--- src/rtl/frame_tx_pkg.sv ---
package frame_tx_pkg;

    localparam int SIZE_W = 4;

    typedef enum logic [2:0] {
        ST_IDLE   = 3'd0,
        ST_START  = 3'd1,
        ST_DATA   = 3'd2,
        ST_PARITY = 3'd3,
        ST_STOP1  = 3'd4,
        ST_STOP2  = 3'd5
    } tx_state_t;

    typedef struct packed {
        logic [SIZE_W-1:0] nbits;
        logic              par_en;
        logic              par_odd;
        logic              two_stop;
    } frame_cfg_t;

endpackage

--- src/rtl/frame_cfg_decode.sv ---
module frame_cfg_decode
    import frame_tx_pkg::*;
(
    input  logic [2:0]  size_code,
    input  logic [1:0]  par_mode,
    input  logic        two_stop,
    output frame_cfg_t  cfg
);

    always_comb begin
        cfg = '0;
        unique case (size_code)
            3'b000:  cfg.nbits = SIZE_W'(5);
            3'b001:  cfg.nbits = SIZE_W'(6);
            3'b010:  cfg.nbits = SIZE_W'(7);
            3'b111:  cfg.nbits = SIZE_W'(9);
            default: cfg.nbits = SIZE_W'(8);   // 011 and reserved 100..110
        endcase
        cfg.par_en   = par_mode[1];            // 01 reserved -> no parity
        cfg.par_odd  = par_mode[1] & par_mode[0];
        cfg.two_stop = two_stop;
    end

    always_comb begin
        if (!(cfg.nbits >= SIZE_W'(5) && cfg.nbits <= SIZE_W'(9)))
            assert (0) else $error("AST_SIZE_RANGE");
    end

endmodule

--- src/rtl/baud_phase_counter.sv ---
module baud_phase_counter #(
    parameter int OVERSAMPLE = 16,
    localparam int PH_W = (OVERSAMPLE > 1) ? $clog2(OVERSAMPLE) : 1
) (
    input  logic clk,
    input  logic rst_n,
    input  logic clr,
    input  logic tick,
    output logic bit_end
);

    logic [PH_W-1:0] phase;

    always_ff @(posedge clk or negedge rst_n) begin
        if (!rst_n)
            phase <= '0;
        else if (clr)
            phase <= '0;
        else if (tick)
            phase <= (phase == PH_W'(OVERSAMPLE-1)) ? '0 : phase + 1'b1;
    end

    assign bit_end = tick && (phase == PH_W'(OVERSAMPLE-1));

    AST_PHASE_HOLD: assert property (@(posedge clk) disable iff (!rst_n)
        (!tick && !clr) |=> $stable(phase)) else $error("AST_PHASE_HOLD");

endmodule

--- src/rtl/async_frame_tx.sv ---
module async_frame_tx
    import frame_tx_pkg::*;
#(
    parameter int DATA_W     = 9,
    parameter int OVERSAMPLE = 16
) (
    input  logic              clk,
    input  logic              rst_n,
    input  logic              tick,
    input  logic              load,
    output logic              ready,
    input  logic [DATA_W-1:0] data,
    input  logic [2:0]        size_code,
    input  logic [1:0]        par_mode,
    input  logic              two_stop,
    output logic              txd
);

    localparam int IDX_W = SIZE_W;

    tx_state_t         state, state_nx;
    frame_cfg_t        cfg_in, cfg_q;
    logic [DATA_W-1:0] data_mask, data_q;
    logic              par_q;
    logic [IDX_W-1:0]  bit_idx;
    logic              bit_end, accept, last_data;

    frame_cfg_decode u_dec (
        .size_code (size_code),
        .par_mode  (par_mode),
        .two_stop  (two_stop),
        .cfg       (cfg_in)
    );

    baud_phase_counter #(.OVERSAMPLE(OVERSAMPLE)) u_phase (
        .clk     (clk),
        .rst_n   (rst_n),
        .clr     (accept),
        .tick    (tick),
        .bit_end (bit_end)
    );

    assign accept = load && (state == ST_IDLE);

    // keep only the active character bits
    for (genvar i = 0; i < DATA_W; i++) begin : g_mask
        assign data_mask[i] = data[i] & (IDX_W'(i) < cfg_in.nbits);
    end

    assign last_data = (bit_idx == cfg_q.nbits - 1'b1);

    // state register
    always_ff @(posedge clk or negedge rst_n) begin
        if (!rst_n) state <= ST_IDLE;
        else        state <= state_nx;
    end

    // transitions
    always_comb begin
        state_nx = state;
        unique case (state)
            ST_IDLE:   if (load)    state_nx = ST_START;
            ST_START:  if (bit_end) state_nx = ST_DATA;
            ST_DATA:   if (bit_end && last_data)
                           state_nx = cfg_q.par_en ? ST_PARITY : ST_STOP1;
            ST_PARITY: if (bit_end) state_nx = ST_STOP1;
            ST_STOP1:  if (bit_end) state_nx = cfg_q.two_stop ? ST_STOP2 : ST_IDLE;
            ST_STOP2:  if (bit_end) state_nx = ST_IDLE;
            default:   state_nx = ST_IDLE;
        endcase
    end

    // frame capture and bit index
    always_ff @(posedge clk or negedge rst_n) begin
        if (!rst_n) begin
            cfg_q   <= '0;
            data_q  <= '0;
            par_q   <= 1'b0;
            bit_idx <= '0;
        end else if (accept) begin
            cfg_q   <= cfg_in;
            data_q  <= data_mask;
            par_q   <= (^data_mask) ^ cfg_in.par_odd;
            bit_idx <= '0;
        end else if (state == ST_DATA && bit_end && !last_data) begin
            bit_idx <= bit_idx + 1'b1;
        end
    end

    // outputs
    always_comb begin
        ready = 1'b0;
        txd   = 1'b1;
        unique case (state)
            ST_IDLE:   ready = 1'b1;
            ST_START:  txd   = 1'b0;
            ST_DATA:   txd   = data_q[bit_idx];
            ST_PARITY: txd   = par_q;
            ST_STOP1,
            ST_STOP2:  txd   = 1'b1;
            default:   txd   = 1'b1;
        endcase
    end

    AST_ACCEPT_START: assert property (@(posedge clk) disable iff (!rst_n)
        (ready && load) |=> (!txd && !ready)) else $error("AST_ACCEPT_START");

    AST_NO_TICK_HOLD: assert property (@(posedge clk) disable iff (!rst_n)
        (!ready && !tick) |=> $stable(state)) else $error("AST_NO_TICK_HOLD");

    AST_BUSY_DATA_HELD: assert property (@(posedge clk) disable iff (!rst_n)
        (!ready && load) |=> ($stable(data_q) && $stable(par_q))) else $error("AST_BUSY_DATA_HELD");

    AST_CFG_HELD: assert property (@(posedge clk) disable iff (!rst_n)
        (state != ST_IDLE) |=> $stable(cfg_q)) else $error("AST_CFG_HELD");

    AST_IDLE_LINE: assert property (@(posedge clk) disable iff (!rst_n)
        ready |-> txd) else $error("AST_IDLE_LINE");

endmodule

--- config.mk ---
export PLATFORM = sky130hd
export DESIGN_NAME = async_frame_tx
export DESIGN_NICKNAME = d
export VERILOG_FILES = /design/src/rtl/frame_tx_pkg.sv /design/src/rtl/frame_cfg_decode.sv /design/src/rtl/baud_phase_counter.sv /design/src/rtl/async_frame_tx.sv
export SDC_FILE = /design/constraint.sdc
export NUM_CORES = 1
export LEC_CHECK = 0
export ABC_AREA = 1
export BUFFER_PORTS_ARGS = -buffer_cell sky130_fd_sc_hd__buf_2
export CAP_MARGIN = 0
export CORE_UTILIZATION = 50
export DETAILED_ROUTE_END_ITERATION = 8
export PLACE_DENSITY = 0.85
export SETUP_SLACK_MARGIN = 0.2
export SLEW_MARGIN = 20
export SYNTH_ARGS = -nofsm -noshare
export SYNTH_HDL_FRONTEND = slang
export SYNTH_SLANG_ARGS = --single-unit
--- constraint.sdc ---
create_clock -name clk -period 1.4 [get_ports clk]
set_input_delay 0.07 -clock clk [delete_from_list [all_inputs] [get_ports clk]]
set_output_delay 0.07 -clock clk [all_outputs]
set_load 0.05 [all_outputs]
==> metrics <==
share of the synthesized area in the top cell type=0.3860; CTS tree=built; Mapped Area=1750 sq um; Int Pwr=2.618 mW; Pleak=1.373 nW; CP required=1.33 ns; period utilization=1.325; # nets final=345; most frequent CP cell=buf_6; worst skew pair latency=0.36 ns; I/O pins=21; # setup viols final=29; HP Class=in2reg; final setup TNS=-7.566 ns; fin area=2713 sq um; Die Wd=61.17 microns; Overall Global Routing Usage=0.2941; Critical Path AT=1.78 ns; HPWL after detailed placement=2967 microns; Worst Tran Pin Value=0.6158 ns; CTS root buffer=clkbuf_4; GRT met2 Usage=0.5512; min cycle time layout=1.855 ns; placed instance area=2043 sq um; Area Growth Syn to Fin=54.97%; Post-DRT Antenna Nets=0; Combinational Power Share=0.642; Setup Skew=0.003948 ns; most frequent cell after synthesis=nand2_1; worst-path maximum fanout=6; Seq cells post-synth=27; WHS=0.005551 ns; Main synth FF type=dfrtp_1; Max Cap Viol=0; Ys Warns=0; Flop pwr share=0.278; EDFF count, synth=0; asr flop ratio synth=1.000; switching portion of total power=0.4596; vias in the first global route=1857; Clock transition at path regs=0.16 ns; Critical Path, Cell by Cell=buf_6 > nand2_2 > nand3_2 > o21ai_1 > nor2_1 > nand3_1 > nand4_1 > buf_6; largest stage delay on the critical path=0.52 ns; Worst Path Class, Setup=reg2out; post-route core utilization=0.8129; Hold Vio Cnt, Final=0; DRC=0; ANT cells=0; worst setup margin=-0.4549 ns; FP Rows=21; buffer levels on the longest clock path=2; placed cell count=334; max-slew violations=0; largest net degree at the start of global routing=28; Setup crit start kind=flop; Post-Synthesis Cells=255; layout cells sized above 1=0.4472; CTS Buf Count=3; slowest cell on the critical path=dfrtp_2; GR Overflow Total=0; status=finished, violations left; first-pass GRT wire length=7997 microns; initial antenna violation count=0; CP top delay family=flip-flops; CP bufs+invs=2; drt wl/cell=16.82 microns; Starting Density=0.5246; via/cell ratio=5.668; met3 usage=0.02311; die area=3742 sq um; max_slew headroom=0.5894; Max Fclk=539.1 MHz; violated checks=negative setup slack; Setup WS pre-CTS=-0.07720 ns; core box area=3337 sq um; top cells by area, synth=dfrtp_1 (39%), nand2_1 (17%), inv_1 (6.2%); Max VDD drop=0.0009835 V; DR iter-0 viols=138; CTS H-Tree Depth=1; via count=2086; Yosys cell types=27; GR peak layer=met2; largest area contributor in the netlist=dfrtp_1; mean area per synthesized cell=6.864 sq um; M1 GR Usage=0.3360; Mapped Nets=277; Post-synth top cells=nand2_1 (78), inv_1 (29), dfrtp_1 (27), nor2_1 (27), nand3_1 (21); RSZ-0062 raised after global routing=true; Seq/Total Area, Yosys=0.3860; Net Sw Power=2.226 mW; Power, Total=4.844 mW; CP Capture Type=output pin; Num Clock Sinks=27; Clock Power Share=0.080; iteration count of the initial detailed-routing pass=8; Post-Route WL=6191 microns; Port Buffer Count=20; Die Y=61.17 microns; Final Non-Filler Cells=368; Pwr Density=1786 nW/um^2; gpl congestion=0.8389
flip-flops by register name, indices dropped and copies added, names as in the netlist:
register and cells:
bit_idx 4, cfg_q 6, data_q 9, par_q 1
state 3, u_phase.phase 4
layer usage:
metal,vias up,share of wire
met5,-,0
met4,0,0.060
met3,42,0.054
met2,121,0.54
met1,986,0.35
li1,937,-
cells by family (layout without fill, tap and decap cells):
family,count (synthesis),count (layout),share of synthesized area
flops,27,27,0.3860
compound gates,35,35,0.1129
fa+ha+maj,3,3,0.02145
xor+xnor,5,5,0.02502
simple gates,141,141,0.3452
buf+inv,44,111,0.1094
worst paths after layout:
check | end | cells past startpoint | startpoint | slack (ns)
max in group asynchronous | bit_idx[0] | 2 | rst_n | 0.74
setup reg to reg | data_q[8] | 10 | state[1] | -0.33
hold reg to reg | data_q[5] | 2 | data_q[5] | 0.54
hold / removal | data_q[5] | 3 | data[5] | 0.006
min in group asynchronous | cfg_q[4] | 2 | rst_n | 0.22
setup / recovery | txd | 8 | bit_idx[0] | -0.45
worst reg2reg max path, stage by stage, from the launching register on:
cell and delay [ns]:
dfrtp_1 0.43, buf_6 0.12, buf_6 0.11, nor2_4 0.12, inv_2 0.08, nor2_4 0.19, nand2_8 0.14, buf_6 0.16
buf_8 0.13, nand2_2 0.07, o21ai_1 0.07
power groups by stage:
stage / logic (mW) / clock network, mW / registers [mW]
2_1_floorplan: 1.31 / 0 / 1.25
3_3_place_gp: 1.78 / 0 / 1.28
3_5_place_dp: 1.84 / 0 / 1.29
4_1_cts: 2.47 / 0.358 / 1.27
5_1_grt: 3.32 / 0.407 / 1.37
6_report: 3.11 / 0.386 / 1.35
placed cells by master, fill, tap and decap left out, types with 2 or more instances in the layout:
master / synthesis / layout
buf_8: 0 / 2
inv_8: 0 / 2
inv_4: 1 / 4
nand4_1: 4 / 4
o21ai_2: 0 / 9
o21ai_0: 8 / 2
nand2_4: 0 / 8
nor2_4: 2 / 7
dfrtp_1: 27 / 25
nand2_1: 78 / 56
nor2_2: 4 / 3
nand3_1: 21 / 11
a21oi_1: 4 / 4
o21ai_1: 17 / 14
buf_16: 0 / 2
nand3_2: 1 / 11
inv_1: 29 / 23
buf_2: 1 / 18
dlygate4sd3_1: 0 / 7
xor2_1: 3 / 3
ha_1: 3 / 2
clkbuf_4: 0 / 3
buf_6: 2 / 14
nand2_2: 2 / 15
buf_12: 0 / 2
nor2_1: 27 / 23
dfrtp_2: 0 / 2
buf_4: 2 / 21
inv_2: 9 / 11
area by class of cell:
cell class | instances | area [sq um]
sequential | 27 | 678.2
timing repair inverter | 1 | 11.26
multi-input combinational | 184 | 1149
clock inverter | 1 | 5.005
fill | 202 | 624.3
clock buffer | 3 | 22.52
tap | 46 | 57.56
inverter | 39 | 163.9
timing repair buffer | 67 | 625.6
repair_timing:
action                                 in CTS  in global routing
setup endpoints to repair                  29                 29
cloned                                      3                  1
endpoints found under the hold margin      32                  1
hold buffers                                6                  1
pin swaps                                  15                 28
gates resized for setup                    38                 60
setup buffers                              13                  6
Note: power is estimated with default switching activity, not from simulation.
